--- config.mk ---
export PLATFORM = sky130hd
export DESIGN_NAME = ipi_regs
export DESIGN_NICKNAME = d
export VERILOG_FILES = /design/src/rtl/ipi_pkg.sv /design/src/rtl/ipi_ctrl.sv /design/src/rtl/ipi_datapath.sv /design/src/rtl/ipi_regs.sv
export SDC_FILE = /design/constraint.sdc
export NUM_CORES = 1
export LEC_CHECK = 0
export ABC_AREA = 1
export ABC_CLOCK_PERIOD_IN_PS = 2900
export BUFFER_PORTS_ARGS = -buffer_cell sky130_fd_sc_hd__buf_2
export CORE_UTILIZATION = 67
export CTS_BUF_LIST = sky130_fd_sc_hd__clkbuf_4 sky130_fd_sc_hd__clkbuf_8
export DETAILED_ROUTE_END_ITERATION = 8
export PLACE_DENSITY = 0.94
export SYNTH_ARGS = -nofsm -noshare
export SYNTH_HDL_FRONTEND = slang
export SYNTH_HIERARCHICAL = 1
export SYNTH_SLANG_ARGS = --single-unit
--- constraint.sdc ---
create_clock -name clk -period 2.9 [get_ports clk]
set_input_delay 0.145 -clock clk [delete_from_list [all_inputs] [get_ports clk]]
set_output_delay 0.145 -clock clk [all_outputs]
set_load 0.05 [all_outputs]
--- src/rtl/ipi_pkg.sv ---
package ipi_pkg;
  localparam int CORES   = 8;
  localparam int DATA_W  = 32;
  localparam int SRC_LSB = 4;
  localparam int SRC_W   = DATA_W - SRC_LSB;
  localparam int IDX_W   = $clog2(CORES);

  typedef enum logic [1:0] {
    LK_CLOSED,
    LK_HALF,
    LK_OPEN
  } lockState_t;

  // control -> datapath strobes
  typedef struct packed {
    logic [CORES-1:0] genWr;
    logic [CORES-1:0] ackWr;
    logic             rdHit;
    logic [IDX_W-1:0] rdIdx;
  } regStrobe_t;
endpackage

--- src/rtl/ipi_ctrl.sv ---
module ipi_ctrl
  import ipi_pkg::*;
#(
  parameter int                ADDR_W = 5,
  parameter logic [DATA_W-1:0] KEY0   = 32'h5A5A_1234,
  parameter logic [DATA_W-1:0] KEY1   = 32'hC3D2_E1F0
) (
  input  logic              clk,
  input  logic              rstN,
  input  logic [ADDR_W-1:0] busAddr,
  input  logic [DATA_W-1:0] busWdata,
  input  logic              busWe,
  input  logic [IDX_W-1:0]  busInitiator,
  output regStrobe_t        strobe,
  output logic              wrOpen
);
  localparam int REG_W = ADDR_W - IDX_W;
  localparam logic [REG_W-1:0] RGN_GEN = REG_W'(0);
  localparam logic [REG_W-1:0] RGN_ACK = REG_W'(1);
  localparam logic [REG_W-1:0] RGN_KEY = REG_W'(2);

  logic [REG_W-1:0] region;
  logic [IDX_W-1:0] idx;
  logic             isKey0, isKey1;
  lockState_t       state, stateNext;
  logic [IDX_W-1:0] owner, ownerNext;
  logic [CORES-1:0] genWrV, ackWrV;

  assign region = busAddr[ADDR_W-1:IDX_W];
  assign idx    = busAddr[IDX_W-1:0];
  assign isKey0 = (region == RGN_KEY) && (idx == IDX_W'(0));
  assign isKey1 = (region == RGN_KEY) && (idx == IDX_W'(1));

  // two-key lock sequencer
  always_comb begin
    stateNext = state;
    ownerNext = owner;
    if (busWe && isKey0) begin
      if (busWdata == KEY0) begin
        stateNext = LK_HALF;
        ownerNext = busInitiator;
      end else begin
        stateNext = LK_CLOSED;
      end
    end else if (busWe && isKey1) begin
      if ((busWdata == KEY1) && (state == LK_HALF) && (busInitiator == owner)) begin
        stateNext = LK_OPEN;
      end else begin
        stateNext = LK_CLOSED;
      end
    end
  end

  always_ff @(posedge clk) begin
    if (!rstN) begin
      state <= LK_CLOSED;
      owner <= '0;
    end else begin
      state <= stateNext;
      owner <= ownerNext;
    end
  end

  assign wrOpen = (state == LK_OPEN);

  generate
    for (genvar i = 0; i < CORES; i++) begin : g_dec
      assign genWrV[i] = busWe && wrOpen && (region == RGN_GEN) && (idx == IDX_W'(i));
      assign ackWrV[i] = busWe && wrOpen && (region == RGN_ACK) && (idx == IDX_W'(i));
    end
  endgenerate

  always_comb begin
    strobe.genWr = genWrV;
    strobe.ackWr = ackWrV;
    strobe.rdHit = (region == RGN_GEN) || (region == RGN_ACK);
    strobe.rdIdx = idx;
  end
endmodule

--- src/rtl/ipi_datapath.sv ---
module ipi_datapath
  import ipi_pkg::*;
(
  input  logic              clk,
  input  logic              rstN,
  input  regStrobe_t        strobe,
  input  logic [DATA_W-1:0] busWdata,
  output logic [DATA_W-1:0] busRdata,
  output logic [CORES-1:0]  coreIrq
);
  logic [SRC_W-1:0] srcBits [CORES];
  logic [SRC_W-1:0] wrSrc;
  logic             unusedWdata;

  assign wrSrc       = busWdata[DATA_W-1:SRC_LSB];
  assign unusedWdata = ^busWdata[SRC_LSB-1:1];

  generate
    for (genvar i = 0; i < CORES; i++) begin : g_core
      logic [SRC_W-1:0] setMask, clrMask;
      logic             irqQ;

      assign setMask = strobe.genWr[i] ? wrSrc : '0;
      assign clrMask = strobe.ackWr[i] ? wrSrc : '0;

      // set applied after clear: set wins on a collision
      always_ff @(posedge clk) begin
        if (!rstN) begin
          srcBits[i] <= '0;
          irqQ       <= 1'b0;
        end else begin
          srcBits[i] <= (srcBits[i] & ~clrMask) | setMask;
          irqQ       <= strobe.genWr[i] & busWdata[0];
        end
      end

      assign coreIrq[i] = irqQ;
    end
  endgenerate

  assign busRdata = strobe.rdHit ? {srcBits[strobe.rdIdx], {SRC_LSB{1'b0}}} : '0;
endmodule

--- src/rtl/ipi_regs.sv ---
module ipi_regs
  import ipi_pkg::*;
#(
  parameter int                ADDR_W = 5,
  parameter logic [DATA_W-1:0] KEY0   = 32'h5A5A_1234,
  parameter logic [DATA_W-1:0] KEY1   = 32'hC3D2_E1F0
) (
  input  logic              clk,
  input  logic              rstN,
  input  logic [ADDR_W-1:0] busAddr,
  input  logic [DATA_W-1:0] busWdata,
  input  logic              busWe,
  input  logic [IDX_W-1:0]  busInitiator,
  output logic [DATA_W-1:0] busRdata,
  output logic [CORES-1:0]  coreIrq
);
  regStrobe_t strobe;
  logic       wrOpen;

  ipi_ctrl #(.ADDR_W(ADDR_W), .KEY0(KEY0), .KEY1(KEY1)) u_ctrl (
    .clk(clk), .rstN(rstN), .busAddr(busAddr), .busWdata(busWdata),
    .busWe(busWe), .busInitiator(busInitiator), .strobe(strobe), .wrOpen(wrOpen)
  );

  ipi_datapath u_dp (
    .clk(clk), .rstN(rstN), .strobe(strobe), .busWdata(busWdata),
    .busRdata(busRdata), .coreIrq(coreIrq)
  );
endmodule

==> results of run 1 <==
==> repair_timing <==
| action | 4_1_cts | 5_1_grt |
|---|---|---|
| resized for setup | 0 | 0 |
| hold endpoints to repair | 110 | 0 |
| hold buffers | 32 | 0 |
| buffers inserted | 0 | 0 |
==> cell type report <==
type	instances	area [sq um]
clock buffer	62	778
inverter	289	1090
timing repair buffer	149	1100
fill	1226	3960
clock inverter	7	60.1
multi-input combinational	1164	5470
sequential	237	4740
tap	225	282
==> where the power goes <==
| part | total, mW | switching, mW | leakage (nW) | internal (mW) |
|---|---|---|---|---|
| combinational | 0.712 | 0.527 | 3.22 | 0.186 |
| sequential | 3.26 | 0.000000000000562 | 1.91 | 3.26 |
| clock | 3.15 | 1.36 | 0.452 | 1.79 |
==> metal layers <==
metal / up-vias / wire length [um] / part of all wire
li1: 5937 / - / -
met1: 5792 / 13700 / 0.36
met2: 886 / 16900 / 0.45
met3: 218 / 4530 / 0.12
met4: 0 / 2400 / 0.064
met5: - / 0 / 0
==> how the worst max path moves through the flow <==
stage | startpoint | end | slack (ps) | cells after the start
after floorplan | busAddr[0] | busRdata[10] | 1180 | 9
after global placement | busAddr[0] | busRdata[10] | 660 | 10
after detailed placement | busAddr[0] | busRdata[9] | 640 | 10
after CTS | u_ctrl/state[1] | u_dp/srcBits[7][12] | 600 | 8
after global routing | u_ctrl/state[1] | u_dp/srcBits[2][0] | 360 | 8
final | u_ctrl/state[1] | u_dp/srcBits[2][3] | 520 | 8
==> state kept, by name, summed over array words and instances, names as in the netlist <==
register,cells
u_ctrl/owner,3
u_ctrl/state,2
u_dp/g_core.irqQ,8
u_dp/srcBits,224
==> worst max-delay path, stage by stage, from the launching register on <==
cell	delay [ps]
dfxtp_1	330
inv_1	60
nor3b_1	260
nand3_1	370
nor2_1	200
clkinv_1	390
buf_12	320
o211ai_1	200
o21ai_0	110
==> results.cfg, run 1 <==
[timing]
final_max_slew_viol_count = 0
finalWorstSetupSlack_ps = 525
whs_ps = 20.2
period_minus_slack_ps = 2380
fin_skew_ps = 19.2
finalHoldViolCount = 0
finalSetupViolCount = 0
slew_headroom = 0.288
fmax_mhz = 421
period_share = 0.819
fin_tns_setup_ps = 0
rsz0062_at_grt = no
tightest_slew_ps = 1070

[power_and_ir_drop]
leakagePower_nw = 5.58
power.total_mw = 7.12
p_per_area_mw_per_mm2 = 527
peakVddDrop_uv = 377

[critical_path]
r2r_end = u_dp/srcBits[2][3]
worstSetupPathType = flop to flop
crit_required_ps = 3330
rr_startpoint = u_ctrl/state[1]
start_kind = flop
worstSetupEndpointType = flop
path_max_fanout = 19
r2r_slack_ps = 520
reg2regPathDepth = 8
arrival_ps = 2810

[finish]
design_area_sq_mm = 0.0135
final_common_cell = nand2_1
instances_no_fill = 2133
area_growth_pct = 11.5
drive_above_1_share = 0.105
nNetsFinal = 1923
mostFrequentLayoutCells = nand2_1, inv_1, nand3_1, dfxtp_1, o21ai_0
diodes = 0
final_util = 0.773

[grt]
grt_pass1_wl_um = 59500
grt_pass1_vias = 12141
grt_antenna_before_repair = 0
grt_overflow_total = 0
grt.total_usage = 0.407
grt_max_degree = 107
grt_busiest_layer = met2
grt_use_met1 = 0.483
met3_usage = 0.0944
grtUsageMet2 = 0.648

[detailed_routing]
routed_wl_um = 37600
drc = 0
vias_per_cell = 6.02
first_pass_iters = 6
ant_nets = 0
wl_per_cell_um = 17.6
drt_iter0_drc = 1803
vias = 12833

[logic_synthesis]
syn_inst = 1845
yosys_warnings = 6
netlist_area_sq_mm = 0.0121
syn_area_per_cell_sq_um = 6.57

[min_path]
hold_path.class = input port to flop
min_to = u_ctrl/state[1]
min_delay_path_depth = 4
hp-start = busWe

[place]
placed_cells = 2032
io_buffers = 78
dp_slack_ps = 635
dp_hpwl_um = 21300
place_congestion = 0.871
detailed_place.area_sq_mm = 0.0124

[clocking]
cts_buffer_depth = 3
cts_tree = built
cts_num_sinks = 237
cts-root-buf = clkbuf_8
cts_buffers = 39
clock_latency_ps = 560
htree_levels = 2
clkSlewWorstSetupHoldPaths_ps = 60

[outcome]
status = finished clean

[floorplan]
core_sq_mm = 0.0175
fp.dieH_um = 137
die_area_sq_mm = 0.0186
core.rowCount = 48
fp.dieW_um = 137
ios = 83
start_util = 0.694

[job]
max_cap_violations = 0
Note: power is estimated with default switching activity, not from simulation.
==> run 2, diff against run 1 <==
ABC_CLOCK_PERIOD_IN_PS = 2500   (was 2900)
CORE_UTILIZATION = 63   (was 67)
PLACE_DENSITY = 0.9   (was 0.94)
clock period = 2.5 ns   (was 2.9 ns; I/O delays follow)
==> run 2 against run 1 <==
Compared with the run above:
- via count down 0.41%
- largest power group is now clock
- setup slack better by 12 ps
- highest routed layer unchanged
- sequential power up 16%
==> results.cfg, run 2 (synthesis results as in run 1) <==
[finish]
nNetsFinal = 1930
reg_top3 = u_dp/srcBits (224), u_dp/g_core.irqQ (8), u_ctrl/owner (3)
drive_above_1_share = 0.110
regMostFlops = u_dp/srcBits
final_common_cell = nand2_1
mostFrequentLayoutCells = nand2_1, inv_1, nand3_1, dfxtp_1, o21ai_0
final_util = 0.727
fillCellCount = 1492
diodes = 0
largest_register_ffs = 224
area_growth_pct = 12.5

[detailed_routing]
drc = 0
wl_per_cell_um = 17.1
routed_wl_um = 36800
ant_nets = 0
drt_iter0_drc = 1521
first_pass_iters = 8
vias_per_cell = 5.94
vias = 12780

[power_and_ir_drop]
p_int_mw = 6.23
seqPwrFrac = 0.447
switching_share = 0.262
clockPowerShare = 0.455
leakagePower_nw = 5.63
p_switching_mw = 2.22
p_per_area_mw_per_mm2 = 619
peakVddDrop_uv = 448
p_comb_frac = 0.098

[timing]
finalHoldViolCount = 0
slew_headroom = 0.614
finalSetupViolCount = 0
final_max_slew_viol_count = 0
fin_skew_ps = 21.7
fin_tns_setup_ps = 0
period_share = 0.785
tightest_slew_ps = 579
period_minus_slack_ps = 1960
rsz0062_at_grt = no
fmax_mhz = 509

[floorplan]
ios = 83
start_util = 0.646
fp.dieW_um = 141
fp.dieH_um = 141
core_sq_mm = 0.0188
core.rowCount = 50
die_area_sq_mm = 0.0198

[clocking]
htree_levels = 2
cts_num_sinks = 237
cts_buffers = 40
clock_latency_ps = 560
ctsResizeCount = 0
cts_buffer_depth = 3
cts-hold-fix-buffers = 32
cts_tree = built
clkSlewWorstSetupHoldPaths_ps = 60
cts-root-buf = clkbuf_8
postCtsSetupBuffers = 0

[job]
max_cap_violations = 0

[critical_path]
crit_required_ps = 2920
worst_path_most_repeated_cell = nand3_1
worstSetupEndpointType = flop
startpoint = u_ctrl/state[1]
crit_chain = inv_1 > nor3b_1 > nand3_1 > nor2_2 > buf_4 > nand2_1 > nand3_1 > o21ai_0
start_kind = flop
slowest_delay_ps = 390
crit_path_top_delay_cell = buf_4
worstSetupPathType = flop to flop
rr_startpoint = u_ctrl/state[1]
path_max_fanout = 21
arrival_ps = 2380

[grt]
grt.total_usage = 0.367
grt_antenna_before_repair = 0
grt_pass1_vias = 12120
grt_overflow_total = 0
grt_pass1_wl_um = 58600
grt_max_degree = 120

[place]
dp_hpwl_um = 21800
place_congestion = 0.862
io_buffers = 78

[min_path]
hp-start = busWe
hold_path.class = input port to flop

[outcome]
status = finished clean
-- run 2: cell types whose count changed in the layout (fill, tap and decap cells not counted), sizes merged --
| cell | delta |
|---|---|
| buf | +6 |
| clkinvlp | +2 |
| clkbuf | +6 |
| clkinv | -3 |
-- run 2: path summary, 6_finish.rpt --
kind / endpoint / slack, ps / cells past startpoint
min reg2reg: u_ctrl/state[1] / 470 / 2
min: u_ctrl/state[0] / 20 / 4
max reg2reg: u_dp/srcBits[0][20] / 540 / 8
max: u_dp/srcBits[0][20] / 540 / 8
-- run 2: final cells by class --
type | instances | area, sq um | area share
multi-input combinational | 1164 | 5470 | 0.401
sequential | 237 | 4740 | 0.348
timing repair buffer | 155 | 1140 | 0.0839
inverter | 289 | 1090 | 0.0796
clock buffer | 68 | 848 | 0.0622
tap | 234 | 293 | 0.0215
clock inverter | 6 | 60.1 | 0.00440
-- run 2: per-stage QoR --
step	area [sq um]	setup slack [ps]	std cells	total power, mW	hold WS [ps]
4_1_cts	13600	554	2153	8.44	3.26
6_report	13600	537	2153	8.45	15.7
3_3_place_gp	12400	609	2047	4.62	379
2_1_floorplan	12100	786	1848	4.43	245
3_5_place_dp	12400	557	2047	4.63	399
5_1_grt	13600	339	2153	8.70	39.8
-- run 2: power by group through the flow --
stage                     combinational [mW]  sequential (mW)  clock (mW)
after floorplan                        0.569             3.86           0
after global placement                 0.758             3.86           0
after detailed placement               0.767             3.86           0
after CTS                              0.809             3.78        3.86
after global routing                   0.893             3.77        4.04
final                                  0.831             3.78        3.84
-- run 2: critical path, delay by kind of cell (launching register included) --
kind / cells / cell delay [ps]
AO/OA/AOI/OAI: 1 / 90
flip-flops: 1 / 320
AND/OR/NAND/NOR: 5 / 970
buffers and inverters: 2 / 440
-- run 2: layer usage --
metal	part of all wire	global-route usage	vias to the layer above	wire (um)
li1	-	-	5950	-
met1	0.37	0.449	5781	13700
met2	0.46	0.586	852	16800
met3	0.11	0.0690	197	4220
met4	0.057	0.256	0	2080
met5	0	0	-	0
